===== src/rtl/sm_pkg.sv =====
`timescale 1ns/1ps
// Shared types for the serial master: wire-format encoding and its
// normalisation. Assumes the 2-bit field layout is fixed by the host.
package sm_pkg;

    typedef enum logic [1:0] {
        FMT_SPI = 2'b00,
        FMT_SSP = 2'b01,
        FMT_MW  = 2'b10,
        FMT_RSV = 2'b11
    } fmt_e;

    // Map the reserved code onto SPI so the engine sees three formats only.
    function automatic fmt_e norm_fmt(input logic [1:0] code);
        return (code == 2'b11) ? FMT_SPI : fmt_e'(code);
    endfunction

endpackage


===== src/rtl/sm_halfclk.sv =====
`timescale 1ns/1ps
// Half-period timer: while run is high, emits a one-cycle tick every
// `half` system cycles. Assumes half >= 1; restarts from zero when run drops.
module sm_halfclk #(
    parameter int DIV_W = 8
) (
    input  logic             clk,
    input  logic             rst_n,
    input  logic             run,
    input  logic [DIV_W-1:0] half,
    output logic             tick
);

    logic [DIV_W-1:0] cnt_q;

    assign tick = run && (cnt_q == half - DIV_W'(1));

    // Count system cycles within the current half period.
    always_ff @(posedge clk) begin
        if (!rst_n || !run) begin
            cnt_q <= '0;
        end else if (tick) begin
            cnt_q <= '0;
        end else begin
            cnt_q <= cnt_q + DIV_W'(1);
        end
    end

endmodule


===== src/rtl/sm_shifter.sv =====
`timescale 1ns/1ps
// Bit datapath: loads a format-specific transmit image at start, shifts it
// out MSB first, and collects sampled bits into a right-aligned word.
// Assumes len is already clamped to MIN..MAX by the caller.
module sm_shifter
    import sm_pkg::*;
#(
    parameter int MAX_LEN  = 16,
    parameter int CTRL_LEN = 8,
    parameter int LEN_W    = 5
) (
    input  logic                clk,
    input  logic                rst_n,
    input  logic                load,
    input  fmt_e                fmt,
    input  logic [LEN_W-1:0]    len,
    input  logic [MAX_LEN-1:0]  tx_data,
    input  logic [CTRL_LEN-1:0] tx_ctrl,
    input  logic                shift_en,
    input  logic                sample_en,
    input  logic                miso,
    output logic                mosi,
    output logic [MAX_LEN-1:0]  rx_word
);

    localparam int TXW = CTRL_LEN + 1 + MAX_LEN;

    logic [TXW-1:0]     tx_q;
    logic [MAX_LEN-1:0] rx_q;
    logic [MAX_LEN-1:0] aligned;

    assign aligned = tx_data << (MAX_LEN - int'(len));
    assign mosi    = tx_q[TXW-1];
    assign rx_word = rx_q;

    // Transmit image: load per format, then shift left once per bit period.
    always_ff @(posedge clk) begin
        if (!rst_n) begin
            tx_q <= '0;
        end else if (load) begin
            case (fmt)
                FMT_SSP: tx_q <= {1'b0, aligned, {(TXW-MAX_LEN-1){1'b0}}};
                FMT_MW:  tx_q <= {tx_ctrl, 1'b0, {MAX_LEN{1'b0}}};
                default: tx_q <= {aligned, {(TXW-MAX_LEN){1'b0}}};
            endcase
        end else if (shift_en) begin
            tx_q <= {tx_q[TXW-2:0], 1'b0};
        end
    end

    // Receive word: cleared at start, one bit appended per data-phase edge.
    always_ff @(posedge clk) begin
        if (!rst_n || load) begin
            rx_q <= '0;
        end else if (sample_en) begin
            rx_q <= {rx_q[MAX_LEN-2:0], miso};
        end
    end

endmodule


===== src/rtl/sm_select.sv =====
`timescale 1ns/1ps
// Select-pin decoder: drives each slave pin to the idle level of the active
// format, or to the asserted level when it is the busy target. In SSP the
// asserted level is the frame flag. Assumes fmt is already normalised.
module sm_select
    import sm_pkg::*;
#(
    parameter int NUM_SS = 4,
    parameter int SS_W   = 2
) (
    input  logic              busy,
    input  fmt_e              fmt,
    input  logic              frame,
    input  logic [SS_W-1:0]   target,
    output logic [NUM_SS-1:0] ss
);

    logic idle_lvl;
    logic act_lvl;

    assign idle_lvl = (fmt != FMT_SSP);
    assign act_lvl  = (fmt == FMT_SSP) ? frame : 1'b0;

    for (genvar i = 0; i < NUM_SS; i++) begin : g_pin
        // Pin i: asserted level only while busy on this index.
        assign ss[i] = (busy && target == SS_W'(i)) ? act_lvl : idle_lvl;
    end

endmodule


===== src/rtl/serial_master.sv =====
`timescale 1ns/1ps
// Multi-format serial master top. Captures configuration on an accepted
// request, sequences bit periods (frame slot, control word, turnaround and
// data as the format needs) and returns the sampled word. Assumes the host
// holds tx_valid until busy rises if it wants the request honoured.
module serial_master
    import sm_pkg::*;
#(
    parameter int NUM_SS   = 4,
    parameter int MAX_LEN  = 16,
    parameter int MIN_LEN  = 4,
    parameter int CTRL_LEN = 8,
    parameter int DIV_W    = 8,
    localparam int LEN_W   = $clog2(MAX_LEN + 1),
    localparam int SS_W    = (NUM_SS > 1) ? $clog2(NUM_SS) : 1
) (
    input  logic                clk,
    input  logic                rst_n,
    input  logic [1:0]          cfg_fmt,
    input  logic [LEN_W-1:0]    cfg_len,
    input  logic [DIV_W-1:0]    cfg_div,
    input  logic [SS_W-1:0]     cfg_target,
    input  logic                tx_valid,
    input  logic [MAX_LEN-1:0]  tx_data,
    input  logic [CTRL_LEN-1:0] tx_ctrl,
    output logic                busy,
    output logic                rx_valid,
    output logic [MAX_LEN-1:0]  rx_data,
    output logic                sclk,
    output logic                mosi,
    input  logic                miso,
    output logic [NUM_SS-1:0]   ss
);

    localparam int TXW    = CTRL_LEN + 1 + MAX_LEN;
    localparam int SLOT_W = $clog2(TXW + 1);

    fmt_e               fmt_in, fmt_q;
    logic [LEN_W-1:0]   len_in, len_q;
    logic [DIV_W-1:0]   half_in, half_q;
    logic [SS_W-1:0]    tgt_q;
    logic [SLOT_W-1:0]  slots_in, first_in, total_q, first_q, slot_q;
    logic               busy_q, sclk_q, rx_valid_q;
    logic [MAX_LEN-1:0] rx_data_q, rx_word;
    logic               start, tick, rise_ev, fall_ev, last, done;

    // Normalise the live configuration into what a transfer would capture.
    always_comb begin
        fmt_in = norm_fmt(cfg_fmt);
        if (cfg_len < LEN_W'(MIN_LEN))      len_in = LEN_W'(MIN_LEN);
        else if (cfg_len > LEN_W'(MAX_LEN)) len_in = LEN_W'(MAX_LEN);
        else                                len_in = cfg_len;
        half_in = (cfg_div < DIV_W'(2)) ? DIV_W'(1) : (cfg_div >> 1);
        case (fmt_in)
            FMT_SSP: slots_in = SLOT_W'(int'(len_in) + 1);
            FMT_MW:  slots_in = SLOT_W'(int'(len_in) + CTRL_LEN + 1);
            default: slots_in = SLOT_W'(len_in);
        endcase
        first_in = slots_in - SLOT_W'(len_in);
    end

    assign start   = tx_valid && !busy_q;
    assign rise_ev = busy_q && tick && !sclk_q;
    assign fall_ev = busy_q && tick && sclk_q;
    assign last    = (slot_q == total_q - SLOT_W'(1));
    assign done    = fall_ev && last;

    // Transfer sequencer: capture config, walk bit periods, end on last fall.
    always_ff @(posedge clk) begin
        if (!rst_n) begin
            busy_q  <= 1'b0;
            sclk_q  <= 1'b0;
            slot_q  <= '0;
            total_q <= '0;
            first_q <= '0;
            fmt_q   <= FMT_SPI;
            len_q   <= LEN_W'(MIN_LEN);
            half_q  <= DIV_W'(1);
            tgt_q   <= '0;
        end else if (start) begin
            busy_q  <= 1'b1;
            sclk_q  <= 1'b0;
            slot_q  <= '0;
            total_q <= slots_in;
            first_q <= first_in;
            fmt_q   <= fmt_in;
            len_q   <= len_in;
            half_q  <= half_in;
            tgt_q   <= cfg_target;
        end else if (rise_ev) begin
            sclk_q <= 1'b1;
        end else if (fall_ev) begin
            sclk_q <= 1'b0;
            if (last) busy_q <= 1'b0;
            else      slot_q <= slot_q + SLOT_W'(1);
        end
    end

    // Result register: publish the collected word with a one-cycle strobe.
    always_ff @(posedge clk) begin
        if (!rst_n) begin
            rx_valid_q <= 1'b0;
            rx_data_q  <= '0;
        end else begin
            rx_valid_q <= done;
            if (done) rx_data_q <= rx_word;
        end
    end

    sm_halfclk #(.DIV_W(DIV_W)) i_halfclk (
        .clk   (clk),
        .rst_n (rst_n),
        .run   (busy_q),
        .half  (half_q),
        .tick  (tick)
    );

    sm_shifter #(.MAX_LEN(MAX_LEN), .CTRL_LEN(CTRL_LEN), .LEN_W(LEN_W)) i_shifter (
        .clk       (clk),
        .rst_n     (rst_n),
        .load      (start),
        .fmt       (fmt_in),
        .len       (len_in),
        .tx_data   (tx_data),
        .tx_ctrl   (tx_ctrl),
        .shift_en  (fall_ev && !last),
        .sample_en (rise_ev && (slot_q >= first_q)),
        .miso      (miso),
        .mosi      (mosi),
        .rx_word   (rx_word)
    );

    sm_select #(.NUM_SS(NUM_SS), .SS_W(SS_W)) i_select (
        .busy   (busy_q),
        .fmt    (busy_q ? fmt_q : fmt_in),
        .frame  ((fmt_q == FMT_SSP) && (slot_q == '0)),
        .target (tgt_q),
        .ss     (ss)
    );

    assign busy     = busy_q;
    assign sclk     = sclk_q;
    assign rx_valid = rx_valid_q;
    assign rx_data  = rx_data_q;

endmodule


===== config.mk =====
export PLATFORM = sky130hd
export DESIGN_NAME = serial_master
export DESIGN_NICKNAME = d
export VERILOG_FILES = /design/src/rtl/sm_pkg.sv /design/src/rtl/sm_halfclk.sv /design/src/rtl/sm_shifter.sv /design/src/rtl/sm_select.sv /design/src/rtl/serial_master.sv
export SDC_FILE = /design/constraint.sdc
export NUM_CORES = 1
export LEC_CHECK = 0
export ABC_CLOCK_PERIOD_IN_PS = 6270
export BUFFER_PORTS_ARGS = -buffer_cell sky130_fd_sc_hd__buf_4
export CORE_AREA = 2 2 150 152
export CTS_CLUSTER_DIAMETER = 150
export CTS_CLUSTER_SIZE = 40
export DETAILED_ROUTE_END_ITERATION = 12
export DIE_AREA = 0 0 152 154
export GPL_ROUTABILITY_DRIVEN = 0
export GPL_TIMING_DRIVEN = 0
export PLACE_DENSITY = 0.49
export SYNTH_ARGS = -nofsm -noshare
export SYNTH_HDL_FRONTEND = slang
export SYNTH_SLANG_ARGS = --single-unit

===== constraint.sdc =====
create_clock -name clk -period 6.27 [get_ports clk]
set_clock_uncertainty 0.15 [all_clocks]
set_input_delay 0.3135 -clock clk [delete_from_list [all_inputs] [get_ports clk]]
set_output_delay 0.3135 -clock clk [all_outputs]
set_load 0.02 [all_outputs]

==> flow_summary.ini <==
[status]
status = finished, final reports clean

[clocking]
cts_sinks = 86
h-tree-depth = 3
clock_latency_ns = 0.35
cts_tree = built
clk_pin_slew_ns = 0.07
cts_setup_buffers = 0
cts.root.buffer_cell = clkbuf_16
cts_resized = 0
max-clock-path-buffers = 2
cts_made_buffers = 9
cts_hold_buf = 0

[global_routing]
grt_usage_pct = 13.8
grt-ovfl-total = 0
grt_pass1_vias = 4896
grt_pass1_wl_um = 26100
grt_start_max_net_pins = 15
antenna_found_initial = 0

[floorplanning]
die_area_um2 = 23400
die_h_um = 154
initial_core_util_pct = 24.6
die_w_um = 152
io_pins = 69
rows = 54
fp.coreArea_um2 = 21700

[power_and_ir_drop]
p_int_w = 0.00103
p_per_area_nw_per_um2 = 224
peakVddDrop_uv = 126
p_switching_w = 0.000421
power.leakage_nw = 2.42
power_frac_clock_pct = 39.6
seqPwrFrac_pct = 40.0
netSwitchingFraction_pct = 29.0
p_total_w = 0.00145
combPwrFrac_pct = 20.5

[route]
wire_per_inst_um = 15.4
wl_um = 16100
drtIter0Drc = 256
ant_nets = 0
drcViolationCount = 0
vias = 5037
first_pass_iters = 5
via_per_inst = 4.83

[placement]
postPlaceCellArea_um2 = 6180
hpwlAfterDp_um = 12500
portBuffers = 66

[finish]
area_growth_syn_to_layout_pct = 21.8
regArea_um2 = 1720
fin_area_um2 = 6490
multiInputGateArea_um2 = 3310
nFillCells = 2361
postLayoutCoreUtil_pct = 29.9
drive_gt1_share_pct = 14.6
nNetsFinal = 821
n_antenna_cell = 0

[yosys]
synth_edf_count = 0
yosysWarnings = 0
ys_ff_latch = 86
synth.distinct_cells = 75
syn_avg_cell_area_um2 = 7.83
netlist.top_cell.by_area = dfxtp_1
synth_area_um2 = 5330
netlist_instances = 681
yosys-top-cells-area = dfxtp_1 (32%), mux2i_1 (7.3%), nand2_1 (7.0%), nand3_1 (4.8%), o21ai_0 (4.3%)
yosys_most_used_dff = dfxtp_1
netlist.area_leader.share_pct = 32.3
ys_seq_area_share_pct = 32.3
async_flop_share_pct = 0
syn-num-nets = 744

[setup_path]
reg2regPathDepth = 10
crit_end = first_q[3]
cp.arrival_ns = 4.12
cp-end-kind = register
worstSetupStartpoint = cfg_len[2]
reg2reg_to = rx_data[11]
reg2reg_slack_ns = 3.21
critPathRequiredTime_ns = 6.40
path_max_fanout = 10
crit_type = in2reg
critPathLaunchType = input pin
rr_startpoint = half_q[0]

[sta]
fin_crit_sh_pct = 63.8
rsz0062_at_grt = false
fin_crit_ns = 4.00
slew_headroom_pct = 44.0
fmax_mhz = 250
setup_tns_ns = 0
timing.hold.ws_ns = 0.0293
hold_violations = 0
finalMaxSlewViolations = 0
final-setup-viol-count = 0
worstMarginPinSlew_ns = 0.829

[worst_hold_path]
hold_path_class = in2reg

[flow_run]
maxCapViolCount = 0
-- registers in the layout, summed over array words and instances (netlist names) --
register and count:
sclk 1, total_q 5, half_q 7, slot_q 5, busy 1, tgt_q 2, rx_data 16, i_halfclk.cnt_q 8
i_shifter.tx_q 17, first_q 5, i_shifter.rx_word 16, fmt_q 2, rx_valid 1
-- critical path: stages --
cell and delay [ns]:
clkbuf_1 0.33, o21bai_1 0.28, nor2_1 0.21, clkbuf_1 0.42, ha_1 0.24, clkbuf_1 0.37, buf_2 0.37, nand2_1 0.08
o21ai_0 0.49, ha_1 0.35, a21o_1 0.16, a21oi_1 0.16, xnor2_1 0.13, nand2_1 0.07, a21oi_1 0.14
-- final cells by class --
class,instances,area share [%]
tap,280,5.40
inverter,26,1.50
clock inverter,5,1.31
multi-input combinational,524,51.0
buffer,45,3.06
sequential,86,26.5
timing repair buffer,66,7.63
clock buffer,10,3.53
-- worst min-delay path by stage --
stage | startpoint | endpoint | slack (ns) | cells past startpoint
2_1_floorplan | fmt_q[0] | fmt_q[0] | 0.28 | 2
3_3_place_gp | fmt_q[0] | fmt_q[0] | 0.30 | 2
3_5_place_dp | fmt_q[0] | fmt_q[0] | 0.30 | 2
4_1_cts | miso | i_shifter.rx_word[0] | 0.02 | 3
5_1_grt | miso | i_shifter.rx_word[0] | 0.04 | 3
6_report | miso | i_shifter.rx_word[0] | 0.03 | 3
-- cells in the final DEF, fill, tap and decap left out, drive strengths merged, types with 7 or more instances in the layout --
cell and n:
ha 17, nor2 46, clkbuf 44, nand2 100
o22ai 8, a211oi 14, inv 26, and3 7
dfxtp 86, mux2i 39, xnor2 12, xor2 13
nand3 51, nor3 17, o21ai 52, buf 77
a21oi 42, nor2b 8
-- power groups by stage --
| stage | Clock, W | Combinational (W) | Sequential (W) |
|---|---|---|---|
| 5_1_grt | 0.000610 | 0.000329 | 0.000582 |
| 2_1_floorplan | 0 | 0.000201 | 0.000589 |
| 4_1_cts | 0.000590 | 0.000298 | 0.000580 |
| 6_report | 0.000574 | 0.000297 | 0.000580 |
| 3_3_place_gp | 0 | 0.000296 | 0.000592 |
| 3_5_place_dp | 0 | 0.000296 | 0.000592 |
-- Yosys cell counts (all sizes together), types with 14 or more instances --
| cell | instances |
|---|---|
| ha | 17 |
| clkbuf | 34 |
| o21ai | 52 |
| nor3 | 17 |
| inv | 26 |
| mux2i | 39 |
| a211oi | 14 |
| a21oi | 42 |
| nand2 | 100 |
| dfxtp | 86 |
| nand3 | 51 |
| nor2 | 46 |
-- layer usage --
| metal | vias up | track usage (%) | wire, um |
|---|---|---|---|
| met5 | - | 0 | 0 |
| met4 | 0 | 3.65 | 209 |
| met3 | 15 | 2.03 | 563 |
| met2 | 88 | 23.1 | 7680 |
| met1 | 2344 | 18.5 | 7630 |
| li1 | 2590 | - | - |
-- through the flow --
step,std cells,worst slack [ns]
final,1042,2.27
after global routing,1042,1.86
after floorplan,681,2.73
after detailed placement,1027,1.88
after global placement,1027,1.86
after CTS,1042,2.24
-- kinds of logic after synthesis --
logic type	after synthesis	synth area share (%)
muxes	42	7.96
xor gates and xnor gates	25	4.11
buffers and inverters	71	5.56
and+or+nand+nor	264	23.7
adders and majority gates	18	4.37
DFF	86	32.3
AOI/OAI and AO/OA	175	22.0
Power figures use the tool's default switching activity.
